File: src/rtl/pbus_master.sv
module pbus_master #(
  parameter int ADDR_W = 14
) (
  input  logic              clk,
  input  logic              rst_n,
  input  logic [1:0]        cfg_setup,
  input  logic [3:0]        cfg_strobe,
  input  logic [1:0]        cfg_hold,
  input  logic [1:0]        cfg_mux,
  input  logic              cfg_wide,
  input  logic [1:0]        cfg_step,
  input  logic [1:0]        cfg_csfn,
  input  logic              cfg_pol_rd,
  input  logic              cfg_pol_wr,
  input  logic              cfg_pol_cs1,
  input  logic              cfg_pol_cs2,
  input  logic              cfg_pol_al,
  input  logic              cfg_irq_en,
  input  logic              addr_wr,
  input  logic [ADDR_W+1:0] addr_wdata,
  output logic [ADDR_W+1:0] addr_q,
  input  logic              req_valid,
  input  logic              req_write,
  input  logic [15:0]       req_wdata,
  output logic [15:0]       rd_data,
  output logic              rd_valid,
  output logic              busy,
  output logic              irq,
  output logic              err,
  output logic [ADDR_W-1:0] pb_addr,
  output logic              pb_cs1,
  output logic              pb_cs2,
  output logic [15:0]       pb_dout,
  output logic              pb_doe,
  input  logic [15:0]       pb_din,
  output logic              pb_rd,
  output logic              pb_wr,
  output logic              pb_alh,
  output logic              pb_all
);
  // ADDR_W must lie in 9..16 for the byte-split latch formats.
  localparam int AR_W = ADDR_W + 2;

  typedef enum logic [2:0] {S_IDLE, S_ALH, S_ALL, S_SETUP, S_STROBE, S_HOLD} state_t;

  state_t      st, nxt_st, first_st;
  logic [3:0]  cnt, nxt_cnt;
  logic        is_wr;
  logic [15:0] wdat;
  logic [ADDR_W-1:0] a_step;

  wire start   = req_valid && (st == S_IDLE);
  wire last    = (cnt == 4'd0);
  wire no_hold = !is_wr && (cfg_hold == 2'd0);
  wire done    = last && ((st == S_STROBE && no_hold) || st == S_HOLD);
  wire lat     = (st == S_ALH) || (st == S_ALL);
  wire dphase  = (st == S_SETUP) || (st == S_STROBE) || (st == S_HOLD);
  wire [15:0] a16 = 16'(addr_q[ADDR_W-1:0]);

  assign busy = (st != S_IDLE);

  always_comb begin
    case (cfg_mux)
      2'd0:    first_st = S_SETUP;
      2'd2:    first_st = S_ALH;
      default: first_st = S_ALL;
    endcase
  end

  always_comb begin
    nxt_st  = st;
    nxt_cnt = cnt;
    if (st == S_IDLE) begin
      if (start) begin
        nxt_st  = first_st;
        nxt_cnt = {2'b00, cfg_setup};
      end
    end else if (!last) begin
      nxt_cnt = cnt - 4'd1;
    end else begin
      case (st)
        S_ALH:    begin nxt_st = S_ALL;    nxt_cnt = {2'b00, cfg_setup}; end
        S_ALL:    begin nxt_st = S_SETUP;  nxt_cnt = {2'b00, cfg_setup}; end
        S_SETUP:  begin nxt_st = S_STROBE; nxt_cnt = cfg_strobe;         end
        S_STROBE: begin
          if (no_hold) nxt_st = S_IDLE;
          else begin
            nxt_st  = S_HOLD;
            nxt_cnt = is_wr ? {2'b00, cfg_hold} : {2'b00, cfg_hold - 2'd1};
          end
        end
        default:  nxt_st = S_IDLE;
      endcase
    end
  end

  always_comb begin
    case (cfg_step)
      2'd1:    a_step = addr_q[ADDR_W-1:0] + 1'b1;
      2'd2:    a_step = addr_q[ADDR_W-1:0] - 1'b1;
      default: a_step = addr_q[ADDR_W-1:0];
    endcase
  end

  always_ff @(posedge clk) begin
    if (!rst_n) begin
      st       <= S_IDLE;
      cnt      <= '0;
      is_wr    <= 1'b0;
      wdat     <= '0;
      addr_q   <= '0;
      rd_data  <= '0;
      rd_valid <= 1'b0;
      irq      <= 1'b0;
      err      <= 1'b0;
    end else begin
      st       <= nxt_st;
      cnt      <= nxt_cnt;
      rd_valid <= done && !is_wr;
      irq      <= done && cfg_irq_en;
      if (req_valid && busy) err <= 1'b1;
      if (start) begin
        is_wr <= req_write;
        wdat  <= req_wdata;
      end
      if (addr_wr && !busy) addr_q <= addr_wdata;
      else if (done)        addr_q <= {addr_q[AR_W-1:ADDR_W], a_step};
      if (st == S_STROBE && last && !is_wr)
        rd_data <= cfg_wide ? pb_din : {8'h00, pb_din[7:0]};
    end
  end

  logic [15:0] lat_word;
  always_comb begin
    if (st == S_ALH)        lat_word = a16 >> 8;
    else if (cfg_mux == 2'd3) lat_word = a16;
    else                    lat_word = {8'h00, a16[7:0]};
  end

  wire [15:0] data_word = cfg_wide ? wdat : {8'h00, wdat[7:0]};
  wire        drive_dat = dphase && is_wr;

  assign pb_doe  = lat || drive_dat;
  assign pb_dout = lat ? lat_word : (drive_dat ? data_word : 16'h0000);

  always_comb begin
    case (cfg_mux)
      2'd0:    pb_addr = addr_q[ADDR_W-1:0];
      2'd1:    pb_addr = {addr_q[ADDR_W-1:8], 8'h00};
      default: pb_addr = '0;
    endcase
  end

  wire rd_act = (st == S_STROBE) && !is_wr;
  wire wr_act = (st == S_STROBE) && is_wr;

  assign pb_rd  = rd_act ~^ cfg_pol_rd;
  assign pb_wr  = wr_act ~^ cfg_pol_wr;
  assign pb_alh = (st == S_ALH) ~^ cfg_pol_al;
  assign pb_all = (st == S_ALL) ~^ cfg_pol_al;
  assign pb_cs2 = (cfg_csfn == 2'd0) ? addr_q[AR_W-1]
                                     : ((busy && addr_q[AR_W-1]) ~^ cfg_pol_cs2);
  assign pb_cs1 = (cfg_csfn <= 2'd1) ? addr_q[AR_W-2]
                                     : ((busy && addr_q[AR_W-2]) ~^ cfg_pol_cs1);
endmodule


File: config.mk
export PLATFORM = sky130hd
export DESIGN_NAME = pbus_master
export DESIGN_NICKNAME = d
export VERILOG_FILES = /design/src/rtl/pbus_master.sv
export SDC_FILE = /design/constraint.sdc
export NUM_CORES = 1
export LEC_CHECK = 0
export ABC_AREA = 1
export BUFFER_PORTS_ARGS = -buffer_cell sky130_fd_sc_hd__buf_2
export CAP_MARGIN = 20
export CORE_ASPECT_RATIO = 0.5
export CORE_MARGIN = 2
export CORE_UTILIZATION = 44
export DETAILED_ROUTE_END_ITERATION = 12
export GPL_TIMING_DRIVEN = 0
export MAX_ROUTING_LAYER = met4
export PLACE_DENSITY = 0.76
export SYNTH_ARGS = -nofsm -noshare
export SYNTH_HDL_FRONTEND = slang
export SYNTH_SLANG_ARGS = --single-unit
File: constraint.sdc
create_clock -name clk -period 1.84 [get_ports clk]
set_clock_uncertainty 0.1 [all_clocks]
set_input_delay 0 -clock clk [delete_from_list [all_inputs] [get_ports clk]]
set_output_delay 0 -clock clk [all_outputs]
set_load 0.01 [all_outputs]
Word level (Yosys, flattened, before mapping)
Index checks and enable logic that the tools add are counted.
{ "op_classes": {"eq_ne": 13, "add_sub_neg": 4, "reduce_logical": 35, "div": 0, "n_mux": 24, "order_cmp": 1, "bitwise_logic": 6, "shift": 0, "mul": 0} }
{ "ops": {"columns": ["op", "n"], "rows": [
  ["16-bit two-way mux", 5],
  ["14-bit case mux with 2 select lines", 2],
  ["14-bit two-way mux", 3],
  ["4-bit two-way mux", 4],
  ["1-bit logical AND", 15],
  ["14-bit by 1-bit adder with 14-bit output (second input constant)", 1],
  ["14-bit by 1-bit subtractor with 14-bit output (second input constant)", 1],
  ["3-bit two-way mux", 4],
  ["3-bit case mux with 4 select lines", 1],
  ["4-bit case mux with 3 select lines", 1],
  ["2-bit == test (second input constant)", 3],
  ["3-bit by 2-bit == test with 1-bit output (second input constant)", 2],
  ["3-bit == test (second input constant)", 2],
  ["2-bit logical NOT", 3],
  ["3-bit nonzero test", 2],
  ["1-bit XNOR", 6],
  ["1-bit logical OR", 5],
  ["5-bit by 2-bit inequality test with 1-bit output (second input constant)", 1],
  ["2-bit by 1-bit == test with 1-bit output (second input constant)", 2],
  ["4-bit logical NOT", 1],
  ["4-bit inequality test (second input constant)", 1],
  ["2-bit case mux with 2 select lines", 1],
  ["2-bit AND reduction", 2],
  ["2-bit nonzero test", 2],
  ["other kinds (11)", 13]
]} }
{ "totals": {"word_cells": 93, "memories": 0, "romBits": 0, "latchBits": 0, "mem_bits_rw": 0, "register_bits": 59, "input_bits": 74} }

Longest topological paths before layout
{ "logic_depth": {"ltp_word": 7, "mapped_depth": 17, "mapped_depth_nobuf": 16} }

Worst setup path before layout
No wires, ideal clock.
{ "synth_path": {"path_kind": "register to register", "startpoint": "register cnt[0]", "endpoint": "register addr_q[2]", "setup_time_ns": 0.086, "synth_period_minus_slack_ns": 1.833, "required_ns": 1.654, "arrival_time_ns": 1.646, "path_stages_with_launch": 12, "path_buffers": 1, "setup_slack_ns": 0.007, "path_cell_list": "dfxtp_1 > inv_1 > ha_1 > inv_1 > nor3_4 > inv_1 > a21oi_2 > o21ai_2 > nand2_2 > inv_1 > buf_6 > a221oi_2"} }
{ "synth_via": {"elab_chain_cells": 4} }
{ "synth_lines": {"columns": ["element", "line_no", "rtl"], "rows": [
  ["start, declared", "47", "logic [3:0] cnt, nxt_cnt;"],
  ["start signal, assigned", "118", "cnt <= nxt_cnt;"],
  ["4-bit logical NOT", "53", "wire last = (cnt == 4'd0);"],
  ["1-bit logical AND", "55", "wire done = last && ((st == S_STROBE && no_hold) || st == S_HOLD);"],
  ["2-bit nonzero test (no line)", null, null],
  ["2-bit AND reduction (no line)", null, null],
  ["end signal, assigned", "126", "if (addr_wr && !busy) addr_q <= addr_wdata;"],
  ["end signal, assigned", "127", "else if (done) addr_q <= {addr_q[AR_W-1:ADDR_W], a_step};"],
  ["end, declared", "21", "output logic [ADDR_W+1:0] addr_q,"]
]} }
Every way passes these cells.
A chain may end at the register's enable or synchronous reset.

Final worst setup path
{ "layout_path": {"startpoint": "register cnt[0]", "endpoint": "register addr_q[7]"} }
Same word-level chain as after synthesis.

==> flow_summary_export.csv <==
group,metric,value,unit
floorplanning,core_area,8087,um^2
cts,clk_pin_slew,60,ps
timing,finalSetupViolCount,15,
route,routed_via_density,5.513,
finish,area_growth,61.35,%
synthesis,synth_adder_area_share,1.016,%
synthesis,muxShareOfSynthArea,0,%
power,cellLeakagePower,2.870,nW
cts,cts-root-buf,"clkbuf_16",
synthesis,ys_warn_count,0,
synthesis,synth_area,3694,um^2
timing,relSlewSlack,53.00,%
power,pwr-share-comb,47.9,%
setup_path,crit_path_end_kind,"flop",
setup_path,startpoint,"cnt[0]",
finish,final_util,73.70,%
placed_design,port_buffers,143,
timing,fmax,512.4,MHz
global_routing,grt_overflow,0,
synthesis,async_flop_share,0,%
min_path,holdPathStages,3,
outcome,violations,"negative setup slack",
finish,nFillCells,585,
setup_path,cp-start-kind,"flop",
timing,layout_setup_ws,-111.8,ps
setup_path,crit_required,1960,ps
synthesis,yosys.area_share.simple,32.72,%
finish,drive_above_1_share,36.84,%
synthesis,synth_flop_cell,"dfxtp_1",
setup_path,r2r_cells,11,
cts,cts_buffers,9,
timing,worst_slew_pin_slew,704.9,ps
cts,clkLatencyLatePin,330,ps
synthesis,postSynthAreaPerCell,6.260,um^2
synthesis,ys_top_cells_by_area,"dfxtp_1 (32%), nand2_1 (16%), inv_1 (6.8%)",
synthesis,synth_fp_nets,667,
placed_design,place_ws,-325.2,ps
synthesis,synth_xor_area_share,3.320,%
power,power_per_cell_area,1111,nW/um^2
power,power.internal,0.003860,W
cts,htree_levels,3,
setup_path,arrival,2070,ps
global_routing,grt_usage,31.15,%
power,vdd_drop_max,0.5922,mV
floorplanning,io_pins,147,
finish,layout.nets,901,
floorplanning,die_x,133.6,um
synthesis,synth_top_cell_by_area,"dfxtp_1",
global_routing,grt_pass1_wl,21.53,mm
synthesis,synth_top_area_share,31.98,%
setup_path,path_max_fanout,7,
route,wl,15.40,mm
synthesis,syn-instance-count,590,
finish,fin_cells,940,
global_routing,grt_max_degree,11,
timing,finalHoldViolCount,0,
cts,cts_tree,"built",
placed_design,routabilityCongestion,0.9398,
route,wire_per_inst,16.39,um
synthesis,ys_seq_area_share,31.98,%
synthesis,synth_seq_cells,59,
min_path,min-delay-start,"req_valid",
finish,layout_common_cells,"buf_2 (146), nand2_1 (135), nor2_1 (57), dlygate4sd3_1 (57), dfxtp_1 (45)",
route,antenna_left,0,
route,vias,5182,
route,drt_iter0_markers,503,
finish,diodes,0,
synthesis,synth_top_family_by_area,"simple AND/OR/NAND/NOR gates",
timing,rsz0062_at_grt,"true",
timing,finalCritPeriodShare,106.1,%
cts,clkSinkCount,59,
floorplanning,initial_utilization,45.68,%
global_routing,antenna_found_initial,0,
placed_design,dp.final_hpwl,9.385,mm
synthesis,synth_compound_area_share,20.33,%
route,drc,0,
power,power_frac_seq,27.6,%
min_path,hold_class,"input pin to flop",
power,p_clk_share,24.5,%
floorplanning,rows,23,
setup_path,reg2reg_setup_slack,-110,ps
placed_design,dp.cells,845,
floorplanning,fp.dieArea,9188,um^2
route,dr.pass1.iters,6,
timing,slew_viol_final,0,
cts,clock_path_buffers,2,
setup_path,regToRegStartpoint,"cnt[0]",
power,switchingPower,0.002760,W
setup_path,critPathKind,"flop to flop",
min_path,holdPathEnd,"wdat[8]",
setup_path,r2r-end,"addr_q[7]",
flow_run,max-cap-violations,0,
synthesis,yosysUniqueCellTypes,40,
finish,layout_commonest_cell,"buf_2",
outcome,status,"complete, but fails checks",
timing,timing.final.crit_period,1952,ps
synthesis,synth_edf_count,0,
power,switching_share,41.69,%
global_routing,grt_pass1_vias,4417,
floorplanning,die_h,68.79,um
[per-stage QoR]
step / total power (W) / hold slack [ps] / setup TNS [ps] / area [um^2]
CTS: 0.005982 / 30.20 / -4.647 / 5603
floorplan: 0.003280 / -19.94 / 0 / 3694
global route: 0.006950 / 54.93 / -2335 / 5959
finish: 0.006620 / 45.20 / -587.1 / 5959
detailed placement: 0.004012 / 137.9 / -8240 / 4549
global placement: 0.003980 / 120.5 / -7170 / 4549
[flip-flops by register name, summed over array words and instances, names as in the netlist]
| signal | flops |
|---|---|
| err | 1 |
| cnt | 4 |
| is_wr | 1 |
| addr_q | 16 |
| st | 3 |
| rd_data | 16 |
| rd_valid | 1 |
| wdat | 16 |
| irq | 1 |
[cell usage after synthesis (2+ instances only)]
| master | n |
|---|---|
| o32ai_1 | 6 |
| inv_1 | 67 |
| dfxtp_1 | 59 |
| nand2_1 | 160 |
| o21bai_1 | 4 |
| o211ai_1 | 7 |
| nand2_2 | 4 |
| a21oi_1 | 50 |
| a41oi_1 | 6 |
| clkbuf_1 | 18 |
| inv_2 | 4 |
| buf_6 | 2 |
| nand4_1 | 3 |
| xor2_1 | 9 |
| o21ai_0 | 36 |
| nor2_1 | 61 |
| nor3_1 | 5 |
| o22ai_1 | 2 |
| buf_2 | 5 |
| a31oi_1 | 5 |
| ha_1 | 3 |
| nor2_2 | 2 |
| o21ai_1 | 3 |
| xnor2_1 | 5 |
| or2_2 | 2 |
| nand3_1 | 48 |
[power groups by stage]
stage | combinational (W) | clock [W] | sequential, W
3_5_place_dp | 0.00228 | 0 | 0.00174
3_3_place_gp | 0.00225 | 0 | 0.00173
6_report | 0.00317 | 0.00162 | 0.00183
5_1_grt | 0.00343 | 0.00168 | 0.00185
2_1_floorplan | 0.00155 | 0 | 0.00173
4_1_cts | 0.00263 | 0.00162 | 0.00174
[critical path, cell delays in order (launching register included)]
cell     delay [ps]
dfxtp_2         320
inv_2            70
ha_4            140
inv_2            40
nor3_4          190
inv_2           110
a21oi_4         210
o21ai_4         120
inv_2           180
nand2_1         150
nand4_1         160
inv_1            50
[worst max-delay path by stage]
stage                            to
final                     addr_q[7]
after detailed placement  addr_q[5]
after global placement    addr_q[2]
after CTS                    pb_cs2
after floorplan           addr_q[2]
after global routing      addr_q[7]
[cell type report]
class                   instances  area, um^2  area share (%)
multi-input cells             433        2429           40.75
repair buffers                225        1485           24.92
flip-flops and latches         59        1209           20.28
inverters                      72       279.0           4.682
clock buffers                   9       225.2           3.779
well taps                     112       140.1           2.351
plain buffers                  24       135.1           2.267
clock inverters                 6       57.56          0.9658
[cells by family (layout without fill, tap and decap cells)]
| family | count (synthesis) | count (layout) |
|---|---|---|
| and+or+nand+nor | 289 | 289 |
| AOI/OAI and AO/OA | 127 | 127 |
| buffers and inverters | 98 | 336 |
| DFF | 59 | 59 |
| xor gates and xnor gates | 14 | 14 |
| adders and majority gates | 3 | 3 |
[repair_timing]
item | in CTS | in global routing
hold buffers | 57 | 0
cloned | 2 | 0
pin swaps | 9 | 23
resized for setup | 47 | 91
hold endpoints to repair | 55 | 0
setup endpoints to repair | 63 | 60
buffers inserted | 8 | 15
[routing by layer]
layer / wire length, um / global-route usage (%) / vias to the layer above
met5: 0 / - / -
met4: 525 / 11.84 / 0
met3: 1428 / 5.775 / 77
met2: 7578 / 55.99 / 314
met1: 5872 / 35.88 / 2389
li1: - / - / 2402
No activity file was read; power rests on OpenSTA's default activity.
